File: config.mk
export PLATFORM = sky130hd
export DESIGN_NAME = tx_ring_engine
export DESIGN_NICKNAME = d
export VERILOG_FILES = /design/src/rtl/txeng_pkg.sv /design/src/rtl/tx_addr_gen.sv /design/src/rtl/tx_seq.sv /design/src/rtl/tx_status.sv /design/src/rtl/tx_ring_engine.sv
export SDC_FILE = /design/constraint.sdc
export NUM_CORES = 1
export LEC_CHECK = 0
export BUFFER_PORTS_ARGS = -buffer_cell sky130_fd_sc_hd__buf_2
export CORE_MARGIN = 2
export CORE_UTILIZATION = 50
export CTS_BUF_LIST = sky130_fd_sc_hd__clkbuf_16
export CTS_CLUSTER_SIZE = 28
export DETAILED_ROUTE_END_ITERATION = 7
export PLACE_DENSITY = 0.78
export SYNTH_ARGS = -nofsm -noshare
export SYNTH_HDL_FRONTEND = slang
export SYNTH_SLANG_ARGS = --single-unit
File: constraint.sdc
create_clock -name clk -period 2.3 [get_ports clk]
set_clock_uncertainty 0.1 [all_clocks]
set_input_delay 0.46 -clock clk [delete_from_list [all_inputs] [get_ports clk]]
set_output_delay 0.46 -clock clk [all_outputs]
set_load 0.02 [all_outputs]
File: src/rtl/txeng_pkg.sv
package txeng_pkg;

    localparam int REGION_BYTES = 3072;
    localparam int FRAME_CAP    = 3072;

    typedef enum logic [2:0] {
        ST_IDLE,
        ST_READ,
        ST_WAIT,
        ST_SEND,
        ST_DONE
    } tx_state_e;

    // next byte address inside the circular region
    function automatic int wrap_step(int a, int region);
        return (a == region - 1) ? 0 : a + 1;
    endfunction

    // raise to even, fold the region end back to zero
    function automatic int even_align(int a, int region);
        int r;
        r = a + (a & 1);
        return (r == region) ? 0 : r;
    endfunction

    function automatic int cap_len(int len, int cap);
        return (len > cap) ? cap : len;
    endfunction

endpackage

File: src/rtl/tx_addr_gen.sv
module tx_addr_gen #(
    parameter int ADDR_W = 12,
    parameter int REGION = txeng_pkg::REGION_BYTES
) (
    input  logic              clk,
    input  logic              rst,
    input  logic              load,
    input  logic              step,
    input  logic              commit,
    output logic [ADDR_W-1:0] cur_addr,
    output logic [ADDR_W-1:0] rd_ptr
);
    logic [ADDR_W-1:0] ptr_q, cur_q;

    always_ff @(posedge clk) begin
        if (rst) begin
            ptr_q <= '0;
            cur_q <= '0;
        end else begin
            if (load)
                cur_q <= ptr_q;
            else if (step)
                cur_q <= ADDR_W'(txeng_pkg::wrap_step(int'(cur_q), REGION));
            if (commit)
                ptr_q <= ADDR_W'(txeng_pkg::even_align(int'(cur_q), REGION));
        end
    end

    assign cur_addr = cur_q;
    assign rd_ptr   = ptr_q;

    assert_range_R4: assert property (@(posedge clk) disable iff (rst)
        step |=> (int'(cur_q) < REGION));
    assert_even_R5: assert property (@(posedge clk) disable iff (rst)
        commit |=> (!ptr_q[0] && int'(ptr_q) < REGION));
endmodule

File: src/rtl/tx_seq.sv
module tx_seq #(
    parameter int LEN_W   = 16,
    parameter int DATA_W  = 8,
    parameter int MAX_LEN = txeng_pkg::FRAME_CAP,
    localparam int CNT_W  = $clog2(MAX_LEN + 1)
) (
    input  logic              clk,
    input  logic              rst,
    input  logic              start,
    input  logic [LEN_W-1:0]  frame_len,
    input  logic [DATA_W-1:0] rdata,
    input  logic              ready,
    output logic              load,
    output logic              step,
    output logic              mem_rd,
    output logic              done,
    output logic              busy,
    output logic              valid,
    output logic              last,
    output logic [DATA_W-1:0] data
);
    import txeng_pkg::*;

    tx_state_e         st_q, st_d;
    logic [CNT_W-1:0]  rem_q;
    logic [DATA_W-1:0] data_q;
    logic [CNT_W-1:0]  capped;

    assign capped = CNT_W'(cap_len(int'(frame_len), MAX_LEN));

    always_comb begin
        st_d = st_q;
        unique case (st_q)
            ST_IDLE: if (start) st_d = (capped == '0) ? ST_DONE : ST_READ;
            ST_READ: st_d = ST_WAIT;
            ST_WAIT: st_d = ST_SEND;
            ST_SEND: if (ready) st_d = (rem_q == CNT_W'(1)) ? ST_DONE : ST_READ;
            ST_DONE: st_d = ST_IDLE;
            default: st_d = ST_IDLE;
        endcase
    end

    always_ff @(posedge clk) begin
        if (rst) begin
            st_q   <= ST_IDLE;
            rem_q  <= '0;
            data_q <= '0;
        end else begin
            st_q <= st_d;
            if (st_q == ST_IDLE && start)
                rem_q <= capped;
            else if (st_q == ST_SEND && ready)
                rem_q <= rem_q - CNT_W'(1);
            if (st_q == ST_WAIT)
                data_q <= rdata;
        end
    end

    assign load   = (st_q == ST_IDLE) && start;
    assign mem_rd = (st_q == ST_READ);
    assign step   = (st_q == ST_READ);
    assign done   = (st_q == ST_DONE);
    assign busy   = (st_q != ST_IDLE);
    assign valid  = (st_q == ST_SEND);
    assign last   = valid && (rem_q == CNT_W'(1));
    assign data   = data_q;

    assert_hold_R9: assert property (@(posedge clk) disable iff (rst)
        (valid && !ready) |=> (valid && $stable(data) && $stable(last)));
    assert_selfclear_R2: assert property (@(posedge clk) disable iff (rst)
        done |=> !busy);
    assert_cap_R3: assert property (@(posedge clk) disable iff (rst)
        load |=> (int'(rem_q) <= MAX_LEN));
    assert_ignore_R11: assert property (@(posedge clk) disable iff (rst)
        (busy && !done) |=> busy);
endmodule

File: src/rtl/tx_status.sv
module tx_status (
    input  logic       clk,
    input  logic       rst,
    input  logic       done,
    output logic [1:0] flag_set,
    output logic       irq_set
);
    logic idx_q;

    always_ff @(posedge clk) begin
        if (rst)       idx_q <= 1'b0;
        else if (done) idx_q <= ~idx_q;
    end

    assign flag_set = done ? (idx_q ? 2'b10 : 2'b01) : 2'b00;
    assign irq_set  = done;

    assert_onehot_R6: assert property (@(posedge clk) disable iff (rst)
        $onehot0(flag_set));
    assert_alternate_R6: assert property (@(posedge clk) disable iff (rst)
        done |=> (idx_q != $past(idx_q)));
    assert_pair_R7: assert property (@(posedge clk) disable iff (rst)
        irq_set |-> ($countones(flag_set) == 1));
endmodule

File: src/rtl/tx_ring_engine.sv
module tx_ring_engine #(
    parameter int ADDR_W  = 12,
    parameter int REGION  = txeng_pkg::REGION_BYTES,
    parameter int LEN_W   = 16,
    parameter int DATA_W  = 8,
    parameter int MAX_LEN = txeng_pkg::FRAME_CAP,
    parameter int ERR_W   = 16
) (
    input  logic              clk,
    input  logic              rst,
    input  logic              start_i,
    input  logic [LEN_W-1:0]  frame_len_i,
    output logic              busy_o,
    output logic              mem_rd_o,
    output logic [ADDR_W-1:0] mem_addr_o,
    input  logic [DATA_W-1:0] mem_rdata_i,
    output logic [DATA_W-1:0] tx_data_o,
    output logic              tx_valid_o,
    output logic              tx_last_o,
    input  logic              tx_ready_i,
    output logic [ADDR_W-1:0] rd_ptr_o,
    output logic [1:0]        flag_set_o,
    output logic              irq_set_o,
    output logic [ERR_W-1:0]  tx_err_o
);
    logic load, step, done;

    tx_seq #(.LEN_W(LEN_W), .DATA_W(DATA_W), .MAX_LEN(MAX_LEN)) u_seq (
        .clk(clk), .rst(rst), .start(start_i), .frame_len(frame_len_i),
        .rdata(mem_rdata_i), .ready(tx_ready_i), .load(load), .step(step),
        .mem_rd(mem_rd_o), .done(done), .busy(busy_o), .valid(tx_valid_o),
        .last(tx_last_o), .data(tx_data_o)
    );

    tx_addr_gen #(.ADDR_W(ADDR_W), .REGION(REGION)) u_addr (
        .clk(clk), .rst(rst), .load(load), .step(step), .commit(done),
        .cur_addr(mem_addr_o), .rd_ptr(rd_ptr_o)
    );

    tx_status u_stat (
        .clk(clk), .rst(rst), .done(done),
        .flag_set(flag_set_o), .irq_set(irq_set_o)
    );

    assign tx_err_o = '0;  // no error is ever reported

    assert_readrange_R4: assert property (@(posedge clk) disable iff (rst)
        mem_rd_o |-> (int'(mem_addr_o) < REGION));
endmodule

==> metrics.md <==
| Metric | Value |
|---|---|
| Yosys warns | `0` |
| Unique masters post-synth | `55` |
| Multi-input gate area | `1600 sq um` |
| Final Routed Wirelength | `about 7000 um` |
| WL/cell | `14.4 um` |
| Post-Layout Cell Count | `between 400 and 500` |
| Area of the core | `5140 sq um` |
| Failing checks | `setup timing` |
| Setup violations, final | `2` |
| Worst setup EP type | `output port` |
| Number of synthesized flops with an enable pin | `0` |
| DR vias | `2699` |
| CP Launch Type | `flip-flop` |
| Die Y | `77.4 um` |
| First-pass GRT wire length | `11800 um` |
| Synth Flop Type | `dfxtp_1` |
| Power Density | `between 600 and 700 nW/um^2` |
| Peak supply drop | `around 470 uV` |
| LEAKAGE | `1.49 nW` |
| Hold Path Class | `primary input to flip-flop` |
| Inserted Diodes | `0` |
| Async set-reset flop share out of synthesis | `0` |
| GRT met3 Usage | `0.0593` |
| Met1 Use GR | `0.314` |
| Num rows | `26` |
| Required @ worst endpoint | `1740 ps` |
| Slew HR | `0.630` |
| CTS tree | `done` |
| Final period util | `1.08` |
| Number of register bits inferred by synthesis | `47` |
| Ratio of cells with drive above 1 in the final layout | `0.297` |
| Register area share after synthesis | `0.350` |
| DRC | `0` |
| FMAX | `403 MHz` |
| Synthesized instance count | `334` |
| Maximum number of pins on one net before global-route repair | `29` |
| DPL Wire Length | `4900 um` |
| Worst EP arrival | `1920 ps` |
| Critical path class | `flip-flop to output port` |
| Crit-path max FO | `2` |
| Clock sink count | `47` |
| Drt initial violations | `around 230` |
| Setup TNS Final | `-206 ps` |
| Num CTS Buffers | `5` |
| Clock Path Buffers | `2` |
| Cell area after synthesis | `2690 sq um` |
| Boundary pin count | `83` |
| Clock slew at reported path FFs | `60 ps` |
| Synthesis-to-layout area growth | `28.4%` |
| Status | `finished with violations` |
| Vias per inst | `5.54` |
| Fill count | `435` |
| Fin. max-slew vios | `0` |
| Nets | `447` |
| Die Wd | `roughly 77 um` |
| Port Buffers | `between 60 and 70` |
| Initial antenna violation count | `0` |
| Setup repair after global routing missed its margin | `true` |
| GRT Total Usage | `0.242` |
| GP Congestion | `0.904` |
| Fin. Hold Viols | `0` |
| First-pass iteration count of the detailed router | `4` |
| Final setup margin | `-180 ps` |
| Syn Area/Cell | `8.05 sq um` |
| Grt met2 use | `0.397` |
| Tmin final | `2480 ps` |
| Starting Density | `0.523` |
| Max Cap Viol | `0` |
| Die footprint | `5980 sq um` |
| Post-route ant nets | `0` |
| Placed cell count | `between 400 and 500` |
| CTS Root Cell | `clkbuf_16` |
| Clk Latency, worst-skew pair | `300 ps` |
| Storage cell area | `943 sq um` |
| Grt ovf | `0` |
| H-Tree Depth | `2` |
| GRT busiest layer | `met2` |
| Vias in the first global route | `2549` |
| Actual slew at the worst max-slew pin | `555 ps` |
[path summary, 6_finish.rpt]
kind | from | endpoint | slack (ps) | cells past startpoint
setup / recovery | u_seq.rem_q[2]$_SDFFE_PP0P_ | tx_last_o | -180 | 5
hold / removal | mem_rdata_i[2] | u_seq.data[2]$_SDFFE_PP0P_ | 300 | 3
setup reg to reg | u_seq.rem_q[2]$_SDFFE_PP0P_ | u_seq.rem_q[11]$_SDFFE_PP0P_ | -30 | 12
hold reg to reg | u_addr.rd_ptr[1]$_SDFFE_PP0P_ | u_addr.rd_ptr[1]$_SDFFE_PP0P_ | 380 | 2
[cells in the final DEF (no fill, tap or decap), types with 3 or more instances in the layout]
| cell type | netlist | layout |
|---|---|---|
| nand4_1 | 5 | 5 |
| nand2_1 | 26 | 25 |
| o21ai_0 | 7 | 7 |
| a31oi_1 | 8 | 8 |
| a32oi_1 | 5 | 5 |
| nor3_1 | 21 | 21 |
| or2_2 | 3 | 3 |
| a21oi_1 | 9 | 9 |
| a22oi_1 | 5 | 5 |
| nor4_1 | 9 | 6 |
| dfxtp_1 | 47 | 45 |
| or4b_4 | 2 | 3 |
| mux2i_1 | 9 | 9 |
| and3_1 | 3 | 3 |
| conb_1 | 1 | 17 |
| ha_1 | 3 | 3 |
| nor2_1 | 49 | 49 |
| xor2_1 | 5 | 5 |
| nand2b_1 | 4 | 4 |
| nand3_1 | 14 | 14 |
| inv_1 | 7 | 7 |
| buf_4 | 17 | 31 |
| xnor2_1 | 14 | 14 |
| buf_2 | 5 | 64 |
| a211oi_1 | 6 | 6 |
| clkbuf_16 | 0 | 5 |
[kinds of logic after synthesis]
| kind of cell | Yosys count | share of synthesized area |
|---|---|---|
| other cells | 1 | 0.00139 |
| xor+xnor | 19 | 0.0619 |
| fa+ha+maj | 3 | 0.0140 |
| simple gates | 152 | 0.287 |
| mux | 9 | 0.0335 |
| buf+inv | 47 | 0.0972 |
| compound gates | 56 | 0.155 |
| flops | 47 | 0.350 |
[power by group]
| group | leakage, nW | switching, W | total, W | internal [W] |
|---|---|---|---|---|
| combinational | 1.02 | 0.000315 | 0.000573 | 0.000258 |
| clock | 0.0900 | 0.000330 | 0.000952 | 0.000623 |
| sequential | 0.382 | 0.0000401 | 0.000893 | 0.000852 |
[state kept, by name (all words and copies together) (netlist names)]
signal and flops:
u_addr.cur_addr 12, u_addr.rd_ptr 11, u_seq.data 8, u_seq.rem_q 12, u_seq.st_q 3, u_stat.idx_q 1
[worst max-delay path, cell delays in order (launching register included)]
cell and delay [ps]:
dfxtp_1 320, nor4_2 350, nand2_2 120, or4b_4 550
nor3_4 150, buf_6 140
[layout make-up]
cell class	count	share of cell area
repair buffers	98	0.175
clock buffers	5	0.0362
multi-input cells	256	0.462
inverters	8	0.00869
clock inverters	3	0.0196
well taps	70	0.0254
flip-flops and latches	47	0.273
[synth_stat cells, drive strengths merged (8+ instances only)]
cell type / n / area [sq um]
clkbuf: 13 / 48.8
mux2i: 9 / 90.1
a31oi: 8 / 50.1
a21oi: 10 / 53.8
dfxtp: 47 / 941
buf: 26 / 183
nor4: 10 / 68.8
xnor2: 14 / 123
nand3: 14 / 70.1
nand2: 26 / 97.6
nor3: 23 / 125
nor2: 49 / 184
[per-stage QoR]
stage / setup WS [ps] / cell area, sq um / util / total power (W) / hold WS (ps)
3_3_place_gp: 18.2 / 3120 / 0.607 / 0.00136 / 361
2_1_floorplan: 41.4 / 2750 / - / 0.00124 / 386
6_report: -180 / 3450 / 0.672 / 0.00242 / 300
4_1_cts: -232 / 3440 / 0.670 / 0.00240 / 302
5_1_grt: -241 / 3450 / 0.672 / 0.00250 / 319
3_5_place_dp: -26.5 / 3120 / 0.607 / 0.00137 / 367
[layer usage]
| layer | part of all wire | vias to the layer above |
|---|---|---|
| li1 | - | 1335 |
| met1 | 0.43 | 1255 |
| met2 | 0.47 | 97 |
| met3 | 0.076 | 12 |
| met4 | 0.016 | 0 |
| met5 | 0 | - |
[what timing repair did]
| action | CTS | global route |
|---|---|---|
| cloned | 0 | 0 |
| hold buffers | 0 | 0 |
| pin swaps | 5 | 6 |
| setup endpoints to repair | 1 | 2 |
| setup buffers | 10 | 1 |
| gates resized for setup | 10 | 2 |
Note: power is estimated with default switching activity, not from simulation.
